===== src/rtl/pwp_pkg.sv =====
package pwp_pkg;
   // decoded key-register command, one bit per recognised key
   typedef struct packed {
      logic key_hit;    // mode-change key
      logic close_hit;  // relock key
      logic open_hit;   // unlock key
   } pwp_cmd_t;

   localparam int unsigned PWP_NKEYS = 3;
endpackage


===== src/rtl/pwp_decode.sv =====
module pwp_decode
   import pwp_pkg::*;
#(
   parameter int unsigned          DATA_W    = 8,
   parameter int unsigned          PASS_W    = 5,
   parameter int unsigned          PASS_LSB  = 3,
   parameter logic [PASS_W-1:0]    OPEN_KEY  = 5'b10011,
   parameter logic [PASS_W-1:0]    CLOSE_KEY = 5'b10101,
   parameter logic [PASS_W-1:0]    MODE_KEY  = 5'b11000
) (
   input  logic              wr,
   input  logic [DATA_W-1:0] data,
   output pwp_cmd_t          cmd
);
   localparam logic [PWP_NKEYS*PASS_W-1:0] KEY_VEC = {MODE_KEY, CLOSE_KEY, OPEN_KEY};

   if (PASS_LSB + PASS_W > DATA_W) begin : g_bad_field
      $error("key field does not fit in the data word");
   end
   if (OPEN_KEY == CLOSE_KEY || OPEN_KEY == MODE_KEY || CLOSE_KEY == MODE_KEY) begin : g_bad_keys
      $error("key values must be distinct");
   end

   logic [PASS_W-1:0]    pass;
   logic [PWP_NKEYS-1:0] hit;

   assign pass = data[PASS_LSB +: PASS_W];

   for (genvar i = 0; i < PWP_NKEYS; i++) begin : g_cmp
      assign hit[i] = wr && (pass == KEY_VEC[i*PASS_W +: PASS_W]);
   end

   assign cmd.open_hit  = hit[0];
   assign cmd.close_hit = hit[1];
   assign cmd.key_hit   = hit[2];
endmodule


===== src/rtl/pwp_mode_reg.sv =====
module pwp_mode_reg #(
   parameter int unsigned        DATA_W   = 8,
   parameter int unsigned        MODE_W   = 2,
   parameter int unsigned        MODE_LSB = 0,
   parameter logic [MODE_W-1:0]  MODE_RST = 2'b11,
   parameter logic [MODE_W-1:0]  MODE_ON  = 2'b11
) (
   input  logic              clk,
   input  logic              rst_n,
   input  logic              load,
   input  logic [DATA_W-1:0] data,
   output logic [MODE_W-1:0] mode_q,
   output logic              armed
);
   if (MODE_LSB + MODE_W > DATA_W) begin : g_bad_mode
      $error("mode field does not fit in the data word");
   end

   always_ff @(posedge clk or negedge rst_n) begin
      if (!rst_n)    mode_q <= MODE_RST;
      else if (load) mode_q <= data[MODE_LSB +: MODE_W];
   end

   assign armed = (mode_q == MODE_ON);
endmodule


===== src/rtl/pwp_window.sv =====
module pwp_window #(
   parameter int unsigned WIN_CYCLES = 32
) (
   input  logic clk,
   input  logic rst_n,
   input  logic start,
   input  logic stop,
   output logic open
);
   if (WIN_CYCLES < 1) begin : g_bad_win
      $error("window must be at least one clock");
   end

   if (WIN_CYCLES == 1) begin : g_flag
      // single-clock window: a flag is enough
      logic flag_q;
      always_ff @(posedge clk or negedge rst_n) begin
         if (!rst_n)     flag_q <= 1'b0;
         else if (stop)  flag_q <= 1'b0;
         else            flag_q <= start;
      end
      assign open = flag_q;
   end else begin : g_count
      localparam int unsigned CW   = $clog2(WIN_CYCLES + 1);
      localparam logic [CW-1:0] LOAD = CW'(WIN_CYCLES);
      logic [CW-1:0] left_q;
      always_ff @(posedge clk or negedge rst_n) begin
         if (!rst_n)              left_q <= '0;
         else if (stop)           left_q <= '0;
         else if (start)          left_q <= LOAD;
         else if (left_q != '0)   left_q <= left_q - 1'b1;
      end
      assign open = (left_q != '0);
   end
endmodule


===== src/rtl/pwp_guard.sv =====
module pwp_guard
   import pwp_pkg::*;
#(
   parameter int unsigned       DATA_W     = 8,
   parameter int unsigned       PASS_W     = 5,
   parameter int unsigned       PASS_LSB   = 3,
   parameter int unsigned       MODE_W     = 2,
   parameter int unsigned       MODE_LSB   = 0,
   parameter logic [PASS_W-1:0] OPEN_KEY   = 5'b10011,
   parameter logic [PASS_W-1:0] CLOSE_KEY  = 5'b10101,
   parameter logic [PASS_W-1:0] MODE_KEY   = 5'b11000,
   parameter logic [MODE_W-1:0] MODE_ON    = 2'b11,
   parameter int unsigned       WIN_CYCLES = 32
) (
   input  logic              clk,
   input  logic              rst_n,
   input  logic              key_wr,
   input  logic [DATA_W-1:0] key_wdata,
   output logic              prot_wr_ok,
   output logic [MODE_W-1:0] mode_q,
   output logic              win_open
);
   pwp_cmd_t cmd;
   logic     armed;
   logic     win_start;
   logic     win_stop;

   pwp_decode #(
      .DATA_W(DATA_W), .PASS_W(PASS_W), .PASS_LSB(PASS_LSB),
      .OPEN_KEY(OPEN_KEY), .CLOSE_KEY(CLOSE_KEY), .MODE_KEY(MODE_KEY)
   ) u_dec (
      .wr(key_wr), .data(key_wdata), .cmd(cmd)
   );

   pwp_mode_reg #(
      .DATA_W(DATA_W), .MODE_W(MODE_W), .MODE_LSB(MODE_LSB),
      .MODE_RST(MODE_ON), .MODE_ON(MODE_ON)
   ) u_mode (
      .clk(clk), .rst_n(rst_n), .load(cmd.key_hit), .data(key_wdata),
      .mode_q(mode_q), .armed(armed)
   );

   // keys act only while armed; a mode change always shuts the window
   assign win_start = cmd.open_hit && armed;
   assign win_stop  = (cmd.close_hit && armed) || cmd.key_hit;

   pwp_window #(.WIN_CYCLES(WIN_CYCLES)) u_win (
      .clk(clk), .rst_n(rst_n), .start(win_start), .stop(win_stop), .open(win_open)
   );

   assign prot_wr_ok = !armed || win_open;
endmodule


===== config.mk =====
export PLATFORM = sky130hd
export DESIGN_NAME = pwp_guard
export DESIGN_NICKNAME = d
export VERILOG_FILES = /design/src/rtl/pwp_pkg.sv /design/src/rtl/pwp_decode.sv /design/src/rtl/pwp_mode_reg.sv /design/src/rtl/pwp_window.sv /design/src/rtl/pwp_guard.sv
export SDC_FILE = /design/constraint.sdc
export NUM_CORES = 1
export LEC_CHECK = 0
export ABC_CLOCK_PERIOD_IN_PS = 3270
export BUFFER_PORTS_ARGS = -buffer_cell sky130_fd_sc_hd__clkbuf_2
export CAP_MARGIN = 20
export CORE_AREA = 8 8 45 47
export CTS_BUF_LIST = sky130_fd_sc_hd__clkbuf_4 sky130_fd_sc_hd__clkbuf_8 sky130_fd_sc_hd__clkbuf_16
export DETAILED_ROUTE_END_ITERATION = 10
export DIE_AREA = 0 0 53 55
export HOLD_SLACK_MARGIN = 0.06
export MAX_ROUTING_LAYER = met4
export PLACE_DENSITY = 0.62
export SLEW_MARGIN = 20
export SYNTH_ARGS = -nofsm -noshare
export SYNTH_HDL_FRONTEND = slang
export SYNTH_SLANG_ARGS = --single-unit

===== constraint.sdc =====
create_clock -name clk -period 3.27 [get_ports clk]
set_input_delay 0.4905 -clock clk [delete_from_list [all_inputs] [get_ports clk]]
set_output_delay 0.4905 -clock clk [all_outputs]
set_load 0.01 [all_outputs]

* After elaboration in Yosys (flattened, before gate mapping) *
Index checks and enable logic that the tools add are counted.

storage, ports and cells
  bits in registers = 8
  latch bits = 0
  bits in writable memories = 0
  ROM bits = 0
  input port bits = 11
  word-level logic and storage cells = 20
  memories kept = 0

operators by class
  add/subtract/negate cells = 1
  $mul = 0
  divide/modulo/power cells = 0
  magnitude comparators = 0
  eq/ne operators = 4
  shift operators = 0
  mux-type cells = 3
  bitwise logic cells = 0
  reduce and logical (&&, ||, !) cells = 10

operators with widths
  cell                                                                 number
  6-bit 2-to-1 mux                                                     3
  5-bit equality test (second input constant)                          3
  6-bit nonzero test                                                   1
  6-bit by 1-bit subtractor with 6-bit output (second input constant)  1
  1-bit logical AND                                                    5
  3-bit nonzero test                                                   1
  2-bit equality test (second input constant)                          1
  1-bit logical OR                                                     2
  1-bit logical NOT                                                    1

* Depth between registers and ports, before layout *
  depth in word-level cells = 5
  gate-level depth with buffers = 6
  mapped depth without buffers = 6

* Hierarchy *
Synthesis repeated with hierarchy kept, for this count alone.

second synthesis, totals
  cell total of the unflattened synthesis = 53
  area, all modules = 506.7 µm²

by module, submodules not included
  module        times used  cells each  area each (µm²)
  pwp_window    1           38          347.8
  pwp_mode_reg  1           5           81.3
  pwp_decode    1           7           57.6
  pwp_guard     1           3           20.0

* Worst setup path after synthesis *
Ideal clock, no wire load.

  kind = flip-flop to output port
  start point = reg u_win.g_count.left_q[2]
  end point = out prot_wr_ok
  arrival time = 1020 ps
  slack = 1760 ps
  stages on the path, launching flop included = 5
  cell sequence = dfrtp_1 -> nor3_2 -> nand3_2 -> inv_1 -> nand3_1

between the ends
  cells in the longest elaborated chain, start to end = 2

RTL lines
  element                 line              text
  from (decl)             pwp_window.sv:26  logic [CW-1:0] left_q;
  from (signal assigned)  pwp_window.sv:31  else if (left_q != '0) left_q <= left_q - 1'b1;
  6-bit nonzero test      pwp_window.sv:33  assign open = (left_q != '0);
  via win_open            pwp_guard.sv:21   output logic win_open
  1-bit logical OR        pwp_guard.sv:51   assign prot_wr_ok = !armed || win_open;
  to (decl)               pwp_guard.sv:19   output logic prot_wr_ok,

The timed path passes the listed nets, and every way through them passes these cells.

* Final worst setup path *
  start point = reg u_win.g_count.left_q[0]
  end point = out prot_wr_ok

between the ends
  cells in the longest elaborated chain, start to end = 2

RTL lines
  element             line
  6-bit nonzero test  pwp_window.sv:33
  1-bit logical OR    pwp_guard.sv:51

No other way between the ends.

==> out/results.md <==
| Item | This run |
|:---|:---|
| Predominant post-synthesis flop cell | sky130_fd_sc_hd__dfrtp_1 |
| Clock transition at the registers of the reported paths | 0.06 ns |
| Setup Fix Bufs, Post-CTS | 0 |
| Number of hold-slack violations in the final timing report | 0 |
| Final setup viols | 0 |
| Worst setup skew after layout | 0.00572 ns |
| Detailed-route via count | 410 |
| Clock latency at the later pin of the worst-skew pair | 0.26 ns |
| Critical Setup Path Class | flop to output pin |
| Routed vias/inst | 5.06 |
| Pre-antenna DRT Iters | 2 |
| Number of nets in the layout | 79 |
| Storage element area | 203 sq um |
| Number of buffers on the longest clock path | 2 |
| Leakage power total | 0.274 nW |
| Post-synth cell types | 22 |
| Die Area | 2920 sq um |
| Detailed-route wire length per cell | 12.2 um |
| Asr flop ratio synth | 1.00 |
| Port-buffer cells | 13 |
| Area occupied by multi-input gates | 267 sq um |
| CTS H-tree lvls | 1 |
| Total clock buffers created by CTS | 3 |
| Number of diodes added for antenna fixing | 0 |
| Clock sink total | 8 |
| Number of instances resized during post-cts repair | 0 |
| CP Capture Type | output pin |
| HPWL after detailed placement | 816 um |
| Biggest area consumer among synthesized cells | sky130_fd_sc_hd__dfrtp_1 |
| Critical path launch point type | flop |
| Final-layout worst hold slack | 0.0676 ns |
| Antenna violations before repair | 0 |
| TritonCTS clock tree | yes |
| Status | completed |
| Total I/O pin count | 15 |
| Row cnt | 14 |
| Number of instances in the synthesized netlist | 48 |
| Power density over the cells | 725 nW/um^2 |
| Min Tclk post-route | 1.92 ns |
| Required time of the critical path | 2.78 ns |
| Total GRT Usage | 0.0820 |
| Cell types with the largest area share after synthesis | sky130_fd_sc_hd__dfrtp_1, sky130_fd_sc_hd__dfstp_2, sky130_fd_sc_hd__xnor2_1, sky130_fd_sc_hd__ha_1, sky130_fd_sc_hd__mux2_1 |
| Max Clock Freq | 521 MHz |
| Final Util | 0.436 |
| Number of nets in the synthesized netlist | 61 |
| Max Fanout on Critical Path | 6 |
| Hold_buf cts | 0 |
| Area of placed instances | 573 sq um |
| Fillers | 144 |
| Largest net degree at the start of global routing | 9 |
| Post-synthesis instance area | 488 sq um |
| Average instance area after synthesis | 10.2 sq um |
| FF+latch count, synth | 8 |
| Total of warnings raised by yosys | 0 |
| Cell at the root of the clock tree | sky130_fd_sc_hd__clkbuf_4 |
| Number of antenna-violating nets in the routed design | 0 |
| Sequential-to-total area share from yosys stat | 0.415 |
| Largest voltage drop on the vdd net | 297 uV |
| Final max-slew violation count | 0 |
| Die span in y | 55 um |
| Final worst path period share | 0.587 |
| Max-slew headroom at the worst pin | 0.768 |
| Global-route wire length before repair | 1.64 mm |
| Transition time at the pin with the least slew margin | 0.345 ns |
| Area of all placed cells without fillers | 603 sq um |
| DRC violations left | 0 |
| Number of flops mapped to enable cells by yosys | 0 |
| Max-capacitance violation count | 0 |
| GRT Residual Overflow | 0 |
| Share of Yosys cell area claimed by the top area cell type | 0.308 |
| Detailed Route Iter0 Violations | 2 |
| Global placer's final weighted congestion | 0.757 |
| Vias in the first global route | 410 |
| Synthesis-to-finish area growth | 23.6% |
| Top cells by instance count after synthesis | sky130_fd_sc_hd__dfrtp_1, sky130_fd_sc_hd__nor2_1, sky130_fd_sc_hd__inv_1, sky130_fd_sc_hd__nand2_1, sky130_fd_sc_hd__xnor2_1 |
| Setup TNS | 0 ns |
| Chip Width | 53 um |
| Kind of path behind the tightest hold check | input pin to asynchronous set/reset pin |
| Share of cells above drive strength 1 | 0.385 |
| Setup repair after global routing missed its margin | no |
| Area of the core | 1380 sq um |
| Routed wire length | 991 um |
| Starting utilization of the core area | 0.353 |
| Worst endpoint data arrival time | 1.43 ns |
[power by group]
part | total [mW] | internal (mW) | switching (mW) | leakage, nW
sequential | 0.187 | 0.145 | 0.0417 | 0.0894
combinational | 0.159 | 0.0794 | 0.0797 | 0.166
clock | 0.0912 | 0.0551 | 0.0361 | 0.0184
[area by class of cell]
cell class	instances	share of cell area
multi-input combinational	35	0.442
sequential	8	0.336
timing repair buffer	13	0.108
clock buffer	4	0.0498
tap	16	0.0332
inverter	5	0.0311
[flip-flops by register name, summed over array words and instances, names as in the netlist]
| signal | cells |
|---|---|
| u_win.g_count.left_q | 6 |
| u_mode.mode_q | 2 |
[path summary, 6_finish.rpt]
check	slack, ns	cells past startpoint	startpoint	to
hold reg to reg	0.56	2	u_win.g_count.left_q[4]$_DFFE_PN0P_	u_win.g_count.left_q[4]$_DFFE_PN0P_
max in group asynchronous	2.95	1	rst_n	u_mode.mode_q[0]$_DFFE_PN1P_
setup / recovery	1.35	6	u_win.g_count.left_q[0]$_DFFE_PN0P_	prot_wr_ok
setup reg to reg	1.83	3	u_mode.mode_q[0]$_DFFE_PN1P_	u_win.g_count.left_q[5]$_DFFE_PN0P_
hold / removal	0.07	1	rst_n	u_win.g_count.left_q[2]$_DFFE_PN0P_
min in group clk	0.45	2	key_wdata[0]	u_mode.mode_q[0]$_DFFE_PN1P_
[layer usage]
metal  GRT usage  routed length [um]
met4      0.0776                  34
met5           -                   0
met2       0.107                 424
met3      0.0267                  45
met1      0.0954                 487
[layout by cell type (no fill, tap or decap)]
cell / instances
sky130_fd_sc_hd__clkbuf_2: 13
sky130_fd_sc_hd__nor2_1: 6
sky130_fd_sc_hd__dfrtp_1: 6
sky130_fd_sc_hd__inv_1: 5
sky130_fd_sc_hd__nand2_1: 4
sky130_fd_sc_hd__xnor2_1: 4
sky130_fd_sc_hd__clkbuf_4: 4
sky130_fd_sc_hd__nand3_2: 2
sky130_fd_sc_hd__nand3_1: 2
sky130_fd_sc_hd__mux2_1: 2
sky130_fd_sc_hd__or3_1: 2
sky130_fd_sc_hd__ha_1: 2
sky130_fd_sc_hd__dfstp_2: 2
sky130_fd_sc_hd__nor3_2: 1
sky130_fd_sc_hd__nand4b_1: 1
sky130_fd_sc_hd__nor4b_2: 1
sky130_fd_sc_hd__o31ai_1: 1
sky130_fd_sc_hd__a211oi_1: 1
sky130_fd_sc_hd__nor4_1: 1
sky130_fd_sc_hd__a31o_2: 1
sky130_fd_sc_hd__a32o_1: 1
sky130_fd_sc_hd__o311ai_2: 1
sky130_fd_sc_hd__xor2_1: 1
sky130_fd_sc_hd__nor3_1: 1
[through the flow]
stage / instances / total power, mW / setup WS [ns]
finish: 81 / 0.437 / 1.35
floorplan: 48 / 0.308 / 1.76
global route: 81 / 0.478 / 1.21
detailed placement: 77 / 0.351 / 1.61
global placement: 77 / 0.343 / 1.63
CTS: 81 / 0.445 / 1.32
[logic make-up (layout without fill, tap and decap cells)]
logic type | count (synthesis) | in the layout | share of synthesized area
xor+xnor | 5 | 5 | 0.0897
compound gates | 5 | 5 | 0.103
fa+ha+maj | 2 | 2 | 0.0513
buf+inv | 5 | 22 | 0.0385
simple gates | 21 | 21 | 0.256
mux | 2 | 2 | 0.0462
flops | 8 | 8 | 0.415
[critical path, stage by stage (launching register included)]
cell	delay (ns)
sky130_fd_sc_hd__dfrtp_1	0.41
sky130_fd_sc_hd__inv_1	0.11
sky130_fd_sc_hd__ha_1	0.20
sky130_fd_sc_hd__nand3_2	0.15
sky130_fd_sc_hd__inv_1	0.09
sky130_fd_sc_hd__nand3_1	0.07
sky130_fd_sc_hd__clkbuf_2	0.13
No activity file was read; power rests on OpenSTA's default activity.
